## src/rtl/fsync_pkg.sv

```systemverilog
package fsync_pkg;
    typedef enum logic [1:0] {
        ST_PROG = 2'd0,
        ST_INTL = 2'd1,
        ST_FADE = 2'd2
    } fmt_state_t;
endpackage

```

## src/rtl/fsync_sync2.sv

```systemverilog
module fsync_sync2 #(
    parameter int W      = 2,
    parameter int STAGES = 2
) (
    input  logic         clk_i,
    input  logic         rst_i,
    input  logic [W-1:0] d_i,
    output logic [W-1:0] q_o
);
    logic [W-1:0] pipe_q [STAGES];

    always_ff @(posedge clk_i) begin
        if (rst_i) begin
            for (int i = 0; i < STAGES; i++) pipe_q[i] <= '0;
        end else begin
            pipe_q[0] <= d_i;
            for (int i = 1; i < STAGES; i++) pipe_q[i] <= pipe_q[i-1];
        end
    end

    assign q_o = pipe_q[STAGES-1];
endmodule

```

## src/rtl/fsync_edge.sv

```systemverilog
module fsync_edge (
    input  logic clk_i,
    input  logic rst_i,
    input  logic lvl_i,
    output logic rise_o
);
    logic lvl_d;

    always_ff @(posedge clk_i) begin
        if (rst_i) lvl_d <= 1'b0;
        else       lvl_d <= lvl_i;
    end

    assign rise_o = lvl_i & ~lvl_d;


    rise_single_chk: assert property (@(posedge clk_i) disable iff (rst_i)
        rise_o |=> !rise_o);
endmodule

```

## src/rtl/fsync_fmt_fsm.sv

```systemverilog
module fsync_fmt_fsm
    import fsync_pkg::*;
#(
    parameter int FADE_CNT = 4
) (
    input  logic clk_i,
    input  logic rst_i,
    input  logic rise_i,
    input  logic fld_i,
    output logic intl_o
);
    localparam int CW = $clog2(FADE_CNT + 1);
    localparam logic [CW-1:0] LIM = CW'(FADE_CNT);
    localparam logic [CW-1:0] ONE = CW'(1);

    fmt_state_t    state_q, state_d;
    logic [CW-1:0] cnt_q, cnt_d;
    logic          intl_q;

    always_comb begin
        state_d = state_q;
        cnt_d   = cnt_q;
        unique case (state_q)
            ST_PROG: begin
                if (rise_i && !fld_i) begin
                    state_d = ST_INTL;
                    cnt_d   = '0;
                end
            end
            ST_INTL: begin
                if (rise_i && fld_i) begin
                    if (ONE >= LIM) begin
                        state_d = ST_PROG;
                        cnt_d   = '0;
                    end else begin
                        state_d = ST_FADE;
                        cnt_d   = ONE;
                    end
                end
            end
            ST_FADE: begin
                if (rise_i) begin
                    if (!fld_i) begin
                        state_d = ST_INTL;
                        cnt_d   = '0;
                    end else if (cnt_q + ONE >= LIM) begin
                        state_d = ST_PROG;
                        cnt_d   = '0;
                    end else begin
                        cnt_d   = cnt_q + ONE;
                    end
                end
            end
            default: begin
                state_d = ST_PROG;
                cnt_d   = '0;
            end
        endcase
    end

    // state register
    always_ff @(posedge clk_i) begin
        if (rst_i) begin
            state_q <= ST_PROG;
            cnt_q   <= '0;
        end else begin
            state_q <= state_d;
            cnt_q   <= cnt_d;
        end
    end

    // outputs
    always_ff @(posedge clk_i) begin
        if (rst_i) intl_q <= 1'b0;
        else       intl_q <= (state_d != ST_PROG);
    end

    assign intl_o = intl_q;


    state_hold_chk: assert property (@(posedge clk_i) disable iff (rst_i)
        !rise_i |=> $stable(state_q) && $stable(intl_q));


    intl_detect_chk: assert property (@(posedge clk_i) disable iff (rst_i)
        (rise_i && !fld_i) |=> intl_q);


    prog_stay_chk: assert property (@(posedge clk_i) disable iff (rst_i)
        (state_q == ST_PROG && !(rise_i && !fld_i)) |=> !intl_q);


    cnt_bound_chk: assert property (@(posedge clk_i) disable iff (rst_i)
        cnt_q < LIM);


    refresh_chk: assert property (@(posedge clk_i) disable iff (rst_i)
        (state_q == ST_FADE && rise_i && !fld_i) |=> (cnt_q == '0));
endmodule

```

## src/rtl/fsync_out_stage.sv

```systemverilog
module fsync_out_stage (
    input  logic clk_i,
    input  logic rst_i,
    input  logic vs_i,
    input  logic fld_i,
    input  logic sel_fld_i,
    input  logic inv_a_i,
    input  logic inv_b_i,
    output logic a_o,
    output logic b_o
);
    logic a_q, b_q;

    always_ff @(posedge clk_i) begin
        if (rst_i) begin
            a_q <= 1'b0;
            b_q <= 1'b0;
        end else begin
            a_q <= (sel_fld_i ? fld_i : vs_i) ^ inv_a_i;
            b_q <= vs_i ^ inv_b_i;
        end
    end

    assign a_o = a_q;
    assign b_o = b_q;


    a_b_link_chk: assert property (@(posedge clk_i) disable iff (rst_i)
        !sel_fld_i |=> ((a_q ^ b_q) == $past(inv_a_i ^ inv_b_i)));
endmodule

```

## src/rtl/fsync_frame_sel.sv

```systemverilog
module fsync_frame_sel #(
    parameter int FADE_CNT    = 4,
    parameter int SYNC_STAGES = 2
) (
    input  logic clk_i,
    input  logic rst_i,
    input  logic vsync_i,
    input  logic field_i,
    input  logic inv_a_i,
    input  logic inv_b_i,
    output logic frame_a_o,
    output logic vsync_b_o,
    output logic interlaced_o
);
    localparam int NSIG = 2;

    logic [NSIG-1:0] raw, synced;
    logic            vs_s, fld_s, vs_rise, intl;

    assign raw = {field_i, vsync_i};

    fsync_sync2 #(.W(NSIG), .STAGES(SYNC_STAGES)) u_sync (
        .clk_i (clk_i),
        .rst_i (rst_i),
        .d_i   (raw),
        .q_o   (synced)
    );

    assign vs_s  = synced[0];
    assign fld_s = synced[1];

    fsync_edge u_edge (
        .clk_i  (clk_i),
        .rst_i  (rst_i),
        .lvl_i  (vs_s),
        .rise_o (vs_rise)
    );

    fsync_fmt_fsm #(.FADE_CNT(FADE_CNT)) u_fsm (
        .clk_i  (clk_i),
        .rst_i  (rst_i),
        .rise_i (vs_rise),
        .fld_i  (fld_s),
        .intl_o (intl)
    );

    fsync_out_stage u_out (
        .clk_i     (clk_i),
        .rst_i     (rst_i),
        .vs_i      (vs_s),
        .fld_i     (fld_s),
        .sel_fld_i (intl),
        .inv_a_i   (inv_a_i),
        .inv_b_i   (inv_b_i),
        .a_o       (frame_a_o),
        .b_o       (vsync_b_o)
    );

    assign interlaced_o = intl;


    reset_prog_chk: assert property (@(posedge clk_i)
        rst_i |=> !interlaced_o);
endmodule

```

## config.mk

```make
export PLATFORM = sky130hd
export DESIGN_NAME = fsync_frame_sel
export DESIGN_NICKNAME = d
export VERILOG_FILES = /design/src/rtl/fsync_pkg.sv /design/src/rtl/fsync_sync2.sv /design/src/rtl/fsync_edge.sv /design/src/rtl/fsync_fmt_fsm.sv /design/src/rtl/fsync_out_stage.sv /design/src/rtl/fsync_frame_sel.sv
export SDC_FILE = /design/constraint.sdc
export NUM_CORES = 1
export LEC_CHECK = 0
export BUFFER_PORTS_ARGS = -buffer_cell sky130_fd_sc_hd__buf_2
export CORE_AREA = 2 2 39 41
export CTS_CLUSTER_DIAMETER = 120
export DETAILED_ROUTE_END_ITERATION = 10
export DIE_AREA = 0 0 41 43
export GPL_ROUTABILITY_DRIVEN = 0
export PLACE_DENSITY_LB_ADDON = 0.12
export SYNTH_ARGS = -nofsm -noshare
export SYNTH_HDL_FRONTEND = slang
export SYNTH_SLANG_ARGS = --single-unit
```

## constraint.sdc

```tcl
create_clock -name clk_i -period 2 [get_ports clk_i]
set_input_delay 0.2 -clock clk_i [delete_from_list [all_inputs] [get_ports clk_i]]
set_output_delay 0.2 -clock clk_i [all_outputs]
set_load 0.005 [all_outputs]
```

==> out/results.tsv, run 1 <==
metric	value	unit
dpl ws	0.291	ns
Max clock buf depth	2	
Register Area	260	um^2
final core utilization	50.1	%
worst relative slew slack	77.0	%
Leak	0.282	nW
Power Dens Cells	693	nW/um^2
Die ar.	1760	um^2
Core Area	1380	um^2
Hold Slack	0.125	ns
Final period util	85.8	%
CTS Sinks	13	
vias in the first global route	408	
CP startpoint kind	flip-flop	
# diodes	0	
Syn Inst Count	62	
Req. time, crit path	2.18	ns
share of cells above drive strength 1	25.0	%
clock-pin slew on the worst setup and hold paths	0.08	ns
layout overhead on the synthesized area	11.5	%
grt ovf	0	
htree depth	1	
Seq/Total Area, Yosys	41.9	%
FMAX	583	MHz
Die W	41	um
fin worst setup slack	0.284	ns
total global-route track usage	14.5	%
hold buffers post-CTS	0	
clk_skew	0.00405	ns
final-stage net count	84	
row count	14	
Post-DP HPWL	710	um
# setup viols final	0	
CP arrival	1.89	ns
routed vias/inst	5.23	
Yosys reg bits	13	
Detail Route Antenna Nets	0	
Root Buffer	clkbuf_4	
Multi-input gate area	335	um^2
Synth Net Count	73	
Synth Area per Inst	10.0	um^2
mapped cell area	622	um^2
global-route wire length before repair	1660	um
Resized cells post-CTS	0	
CP Max Fanout	7	
Final min period	1.72	ns
Setup Crit Path Kind	reg -> reg	
crit path capture type	flip-flop	
average wire per standard cell	10.9	um
CTS tree	done	
worst hold path type	in -> reg	
Skew-Pair Late Insertion Delay	0.28	ns
Fillers	139	
initial antenna violation count	0	
Initial Util	44.9	%
Hold Fails Final Rpt	0	
Fin Setup TNS	0	ns
CTS buffer count	3	
synth unique cells	32	
DR vias	460	
number of max-cap violations	0	
DRT Pass-1 Iters	4	
Max rail drop VDD	395	uV
Yosys warning count	0	
worst-margin pin slew	0.346	ns
# IOs	9	
remaining routing DRC violations	0	
IO buf count	8	
Die Y	43	um
routed wire length	957	um
largest net degree at the start of global routing	12	
RSZ-0062 raised after global routing	false	
setup bufs post-CTS	0	
Slew Limit Fails	0	
initial DRC count	8	
run status	finished, final reports clean	
metal layers:
layer | up-vias | track usage, % | share of wire [%]
met1 | 211 | 17.5 | 46
li1 | 232 | - | -
met4 | 0 | 12.0 | 4.4
met3 | 5 | 3.14 | 4.5
met5 | - | 0 | 0
met2 | 12 | 20.6 | 45
path summary, 6_finish.rpt:
| kind | start | depth (start not counted) | endpoint | slack [ns] |
|---|---|---|---|---|
| worst max-delay path | u_fsm.state_q[1] | 6 | u_fsm.intl_o | 0.28 |
| worst min-delay path | vsync_i | 2 | u_sync.pipe_q[0][0] | 0.12 |
| worst max register to register | u_fsm.state_q[1] | 6 | u_fsm.intl_o | 0.28 |
| worst min register to register | u_sync.pipe_q[0][1] | 1 | u_sync.pipe_q[0][3] | 0.44 |
worst max-delay path: stages, from the launching register on:
cell and delay [ns]:
dfxtp_1 0.42, inv_1 0.10, ha_1 0.27, or3b_1 0.39, a21oi_2 0.15, a2111oi_2 0.06
or2_1 0.22
stage by stage:
| step | cell area, um^2 | cells | power, mW |
|---|---|---|---|
| floorplan | 622 | 62 | 0.310 |
| global placement | 667 | 84 | 0.323 |
| detailed placement | 667 | 84 | 0.323 |
| CTS | 693 | 88 | 0.490 |
| global route | 693 | 88 | 0.508 |
| finish | 693 | 88 | 0.480 |
final cells by class:
class                      count  area share (%)
tap                           16            2.89
timing repair buffer           8            5.78
multi-input combinational     44            48.4
clock buffer                   4            3.79
inverter                       3            1.62
sequential                    13            37.5
cell usage in the layout, fill, tap and decap left out, types with 2 or more instances in the layout:
cell type   n
nand2_1     3
inv_1       3
nand3b_1    2
mux2i_1     2
a21oi_1     4
ha_1        5
buf_2       8
nor2_1      3
dfxtp_1    13
clkbuf_4    3
nor2b_1     4
where the power goes:
group / leakage [nW] / internal (mW) / total (mW) / switching (mW)
clock network: 0.0150 / 0.0775 / 0.164 / 0.0866
registers: 0.106 / 0.268 / 0.274 / 0.00634
logic: 0.160 / 0.0217 / 0.0418 / 0.0200
total: 0.282 / 0.367 / 0.480 / 0.113
cell families after synthesis:
family                   synth area share, %
AO/OA/AOI/OAI                           13.9
XOR/XNOR                                5.43
adder cells (fa/ha/maj)                 10.1
buffers and inverters                   4.22
flip-flops                              41.9
multiplexers                            3.22
AND/OR/NAND/NOR                         21.3
Yosys cell counts, drive strengths merged:
| master | n | share of area, % |
|---|---|---|
| clkbuf | 1 | 0.60 |
| nand3 | 1 | 0.80 |
| a2111oi | 1 | 2.4 |
| nand3b | 2 | 2.4 |
| dfxtp | 13 | 42 |
| and3b | 1 | 1.4 |
| or3 | 1 | 1.0 |
| mux2i | 2 | 3.2 |
| nor3 | 1 | 0.80 |
| a41o | 1 | 1.6 |
| nor2b | 5 | 5.4 |
| xor2 | 1 | 1.4 |
| o21ai | 2 | 1.6 |
| and2b | 1 | 1.4 |
| o21a | 1 | 1.4 |
| ha | 5 | 10 |
| nand2b | 1 | 1.0 |
| nand2 | 3 | 1.8 |
| or3b | 1 | 1.4 |
| buf | 1 | 1.8 |
| a31oi | 1 | 1.0 |
| xnor2 | 2 | 4.0 |
| nor2 | 3 | 1.8 |
| a21oi | 5 | 4.6 |
| a211oi | 1 | 1.2 |
| or2 | 2 | 2.0 |
| inv | 3 | 1.8 |
registers in the layout, indices dropped and copies added, names as in the netlist:
name           flops
u_out.b_o          1
u_sync.pipe_q      4
u_out.a_o          1
u_fsm.intl_o       1
u_fsm.state_q      2
u_edge.lvl_d       1
u_fsm.cnt_q        3
Note: power is estimated with default switching activity, not from simulation.
==> inputs of run 2 (changes only) <==
--- a/config.mk
+++ b/config.mk
@@ -7,6 +7,7 @@
 export LEC_CHECK = 0
 export BUFFER_PORTS_ARGS = -buffer_cell sky130_fd_sc_hd__buf_2
 export CORE_AREA = 2 2 39 41
+export CTS_BUF_LIST = sky130_fd_sc_hd__clkbuf_4
 export CTS_CLUSTER_DIAMETER = 120
 export DETAILED_ROUTE_END_ITERATION = 10
 export DIE_AREA = 0 0 41 43
==> out/results.tsv, run 2 (synthesis results as in run 1) <==
metric	value	unit
IO buf count	8	
DR vias	459	
Initial Util	44.9	%
CTS Sinks	13	
routed wire length	966	um
Slew Limit Fails	0	
Fin Setup TNS	0	ns
Gate power share	8.4	%
total global-route track usage	14.5	%
share of cells above drive strength 1	26.4	%
Max clock buf depth	2	
clock-pin slew on the worst setup and hold paths	0.08	ns
Post-DP HPWL	710	um
CP top delay family	simple AND/OR/NAND/NOR gates	
setup bufs post-CTS	0	
largest net degree at the start of global routing	12	
Reg power frac	55.4	%
initial DRC count	8	
Leak	0.285	nW
switching portion of total power	23.1	%
non-filler instance count after layout	88	
CP startpoint kind	flip-flop	
Die Y	43	um
Max rail drop VDD	404	uV
run status	finished, final reports clean	
DRT Pass-1 Iters	4	
# diodes	0	
CP Max Fanout	7	
Worst Min Path Start	vsync_i	
Crit path depth	6	
final core utilization	50.4	%
switching pwr	0.115	mW
FMAX	583	MHz
Detail Route Antenna Nets	0	
clk_skew	0.00650	ns
vias in the first global route	408	
Largest Register	u_sync.pipe_q	
routed vias/inst	5.22	
Die ar.	1760	um^2
CTS tree	done	
Skew-Pair Late Insertion Delay	0.28	ns
Root Buffer	clkbuf_4	
worst-margin pin slew	0.345	ns
CP arrival	1.90	ns
worst hold path type	in -> reg	
commonest non-fill, non-tap cell in the layout	dfxtp_1	
Final period util	85.8	%
setup slack, reg-to-reg	0.28	ns
Core Area	1380	um^2
fin worst setup slack	0.284	ns
reg2reg path depth	6	
CTS buffer count	3	
Crit path largest cell delay	0.42	ns
RSZ-0062 raised after global routing	false	
Worst Path Buf+Inv	1	
top flop regs	u_sync.pipe_q (4), u_fsm.cnt_q (3), u_fsm.state_q (2)	
Slowest-stage cell, CP	dfxtp_1	
Req. time, crit path	2.18	ns
hold depth	2	
row count	14	
final-stage net count	84	
Hold Fails Final Rpt	0	
Setup Crit Path Kind	reg -> reg	
max FFs per register	4	
Die W	41	um
worst path cell trace	inv_1 > ha_1 > or3b_1 > a21oi_2 > a2111oi_2 > or2_1	
most frequent cells in the layout	dfxtp_1 (13), buf_2 (8), ha_1 (5)	
CP startpoint	u_fsm.state_q[1]	
# setup viols final	0	
number of max-cap violations	0	
Clock Power Share	36.2	%
average wire per standard cell	11.0	um
global-route wire length before repair	1660	um
Power Dens Cells	711	nW/um^2
Hold Slack	0.125	ns
P_int	0.381	mW
Resized cells post-CTS	0	
# IOs	9	
htree depth	1	
remaining routing DRC violations	0	
DP Cell Count	84	
initial antenna violation count	0	
dpl ws	0.291	ns
Fillers	138	
R2R Path Start	u_fsm.state_q[1]	
hold buffers post-CTS	0	
layout overhead on the synthesized area	12.1	%
grt ovf	0	
Final min period	1.72	ns
crit path capture type	flip-flop	
worst relative slew slack	77.0	%
## run 2: cell counts in the layout (fill, tap and decap cells not counted)
No cell type changed its count.
## run 2: worst paths after layout
kind,endpoint
worst min-delay path,u_sync.pipe_q[0][0]
worst max-delay path,u_fsm.intl_o
worst min register to register,u_sync.pipe_q[0][2]
worst max register to register,u_fsm.intl_o
## run 2: metrics by stage
step | total power [mW] | area (um^2)
detailed placement | 0.323 | 667
floorplan | 0.310 | 622
global route | 0.521 | 697
global placement | 0.323 | 667
finish | 0.496 | 697
CTS | 0.504 | 697
## run 2: power by group through the flow
stage	registers, mW	clock network, mW	logic (mW)
3_3_place_gp	0.281	0	0.0421
4_1_cts	0.274	0.187	0.0426
6_report	0.274	0.179	0.0417
3_5_place_dp	0.281	0	0.0423
5_1_grt	0.276	0.198	0.0472
2_1_floorplan	0.279	0	0.0314
## run 2: final cells by class
type / count / area, um^2 / area share, %
Sequential cell: 13 / 260 / 37.3
Clock buffer: 4 / 30.0 / 4.31
Inverter: 3 / 11.3 / 1.62
Multi-Input combinational cell: 44 / 335 / 48.1
Tap cell: 16 / 20.0 / 2.87
Timing Repair Buffer: 8 / 40.0 / 5.75
## run 2: metal layers
layer,global-route usage [%],wire [um],vias up
met3,3.14,43,5
met4,12.0,42,0
li1,-,-,232
met2,20.6,416,12
met5,0,0,-
met1,17.5,463,210
==> inputs of run 3 (changes only) <==
--- a/config.mk
+++ b/config.mk
@@ -6,11 +6,12 @@
 export NUM_CORES = 1
 export LEC_CHECK = 0
 export BUFFER_PORTS_ARGS = -buffer_cell sky130_fd_sc_hd__buf_2
-export CORE_AREA = 2 2 39 41
+export CAP_MARGIN = 5
+export CORE_MARGIN = 2
+export CORE_UTILIZATION = 45
 export CTS_BUF_LIST = sky130_fd_sc_hd__clkbuf_4
 export CTS_CLUSTER_DIAMETER = 120
 export DETAILED_ROUTE_END_ITERATION = 10
-export DIE_AREA = 0 0 41 43
 export GPL_ROUTABILITY_DRIVEN = 0
 export PLACE_DENSITY_LB_ADDON = 0.12
 export SYNTH_ARGS = -nofsm -noshare
==> out/results.tsv, run 3 (synthesis results as in run 1) <==
metric	value	unit
run status	finished, final reports clean	
DRT Pass-1 Iters	4	
CTS buffer count	3	
Leak	0.285	nW
Resized cells post-CTS	0	
Largest Register	u_sync.pipe_q	
non-filler instance count after layout	87	
row count	13	
Slew Limit Fails	0	
Die Y	41.2	um
reg2reg path depth	6	
setup bufs post-CTS	0	
Setup Crit Path Kind	reg -> reg	
largest net degree at the start of global routing	12	
Req. time, crit path	2.16	ns
CP arrival	1.88	ns
initial antenna violation count	0	
max FFs per register	4	
most frequent cells in the layout	dfxtp_1 (13), buf_2 (8), ha_1 (5)	
worst hold path type	in -> reg	
DP Cell Count	83	
hold buffers post-CTS	0	
Hold Fails Final Rpt	0	
CP Max Fanout	7	
Detail Route Antenna Nets	0	
commonest non-fill, non-tap cell in the layout	dfxtp_1	
FMAX	583	MHz
Max clock buf depth	2	
Initial Util	47.8	%
Final min period	1.72	ns
share of cells above drive strength 1	26.4	%
hold depth	2	
global-route wire length before repair	1590	um
Skew-Pair Late Insertion Delay	0.27	ns
worst relative slew slack	76.9	%
clk_skew	0.00525	ns
grt ovf	0	
# setup viols final	0	
layout overhead on the synthesized area	11.9	%
routed vias/inst	4.95	
Post-DP HPWL	747	um
Die W	41.2	um
# diodes	0	
CTS Sinks	13	
average wire per standard cell	11.8	um
RSZ-0062 raised after global routing	false	
Power Dens Cells	705	nW/um^2
clock-pin slew on the worst setup and hold paths	0.08	ns
Fin Setup TNS	0	ns
Final period util	85.8	%
number of max-cap violations	0	
routed wire length	1030	um
top flop regs	u_sync.pipe_q (4), u_fsm.cnt_q (3), u_fsm.state_q (2)	
Core Area	1300	um^2
Power Total	0.490	mW
crit path capture type	flip-flop	
worst-margin pin slew	0.347	ns
CTS tree	done	
Hold Slack	0.147	ns
Max rail drop VDD	459	uV
htree depth	1	
# IOs	9	
IO buf count	8	
vias in the first global route	362	
final-stage net count	84	
remaining routing DRC violations	0	
CP startpoint kind	flip-flop	
Die ar.	1700	um^2
Root Buffer	clkbuf_4	
total global-route track usage	14.9	%
initial DRC count	7	
DR vias	431	
[run 3: cell counts in the layout (fill, tap and decap cells not counted)]
No cell type changed its count.
[run 3: layout make-up]
type,instances,area [um^2]
fill,120,606
multi-input combinational,44,335
sequential,13,260
timing repair buffer,8,40.0
clock buffer,4,30.0
tap,15,18.8
inverter,3,11.3
[run 3: worst paths after layout]
check                                         start             endpoint  slack [ns]
worst max register to register     u_fsm.state_q[1]         u_fsm.intl_o        0.28
worst max-delay path               u_fsm.state_q[1]         u_fsm.intl_o        0.28
worst min-delay path                        vsync_i  u_sync.pipe_q[0][0]        0.15
worst min register to register  u_sync.pipe_q[0][1]  u_sync.pipe_q[0][3]        0.44
[run 3: per-stage QoR]
step	utilization, %	worst slack, ns	area, um^2
finish	53.5	0.284	696
global route	53.5	0.190	696
CTS	53.5	0.293	696
detailed placement	51.2	0.310	666
global placement	51.2	0.333	666
floorplan	-	0.407	622
[run 3: routing by layer]
layer | vias to the layer above | routed length [um] | global-route usage [%]
li1 | 234 | - | -
met1 | 190 | 549 | 19.7
met5 | - | 0 | 0
met2 | 7 | 450 | 21.5
met3 | 0 | 27 | 6.52
met4 | 0 | 0 | 4.84
[run 3: power breakdown]
part | total [mW] | switching (mW) | internal (mW) | leakage, nW
registers | 0.275 | 0.00667 | 0.268 | 0.106
logic | 0.0425 | 0.0207 | 0.0218 | 0.160
clock network | 0.173 | 0.0824 | 0.0906 | 0.0184
total | 0.490 | 0.110 | 0.381 | 0.285
[run 3: worst max-delay path, cell delays in order, from the launching register on]
cell and delay [ns]:
dfxtp_1 0.42, inv_1 0.09, ha_1 0.26, or3b_1 0.39, a21oi_2 0.15, a2111oi_2 0.06, or2_1 0.23
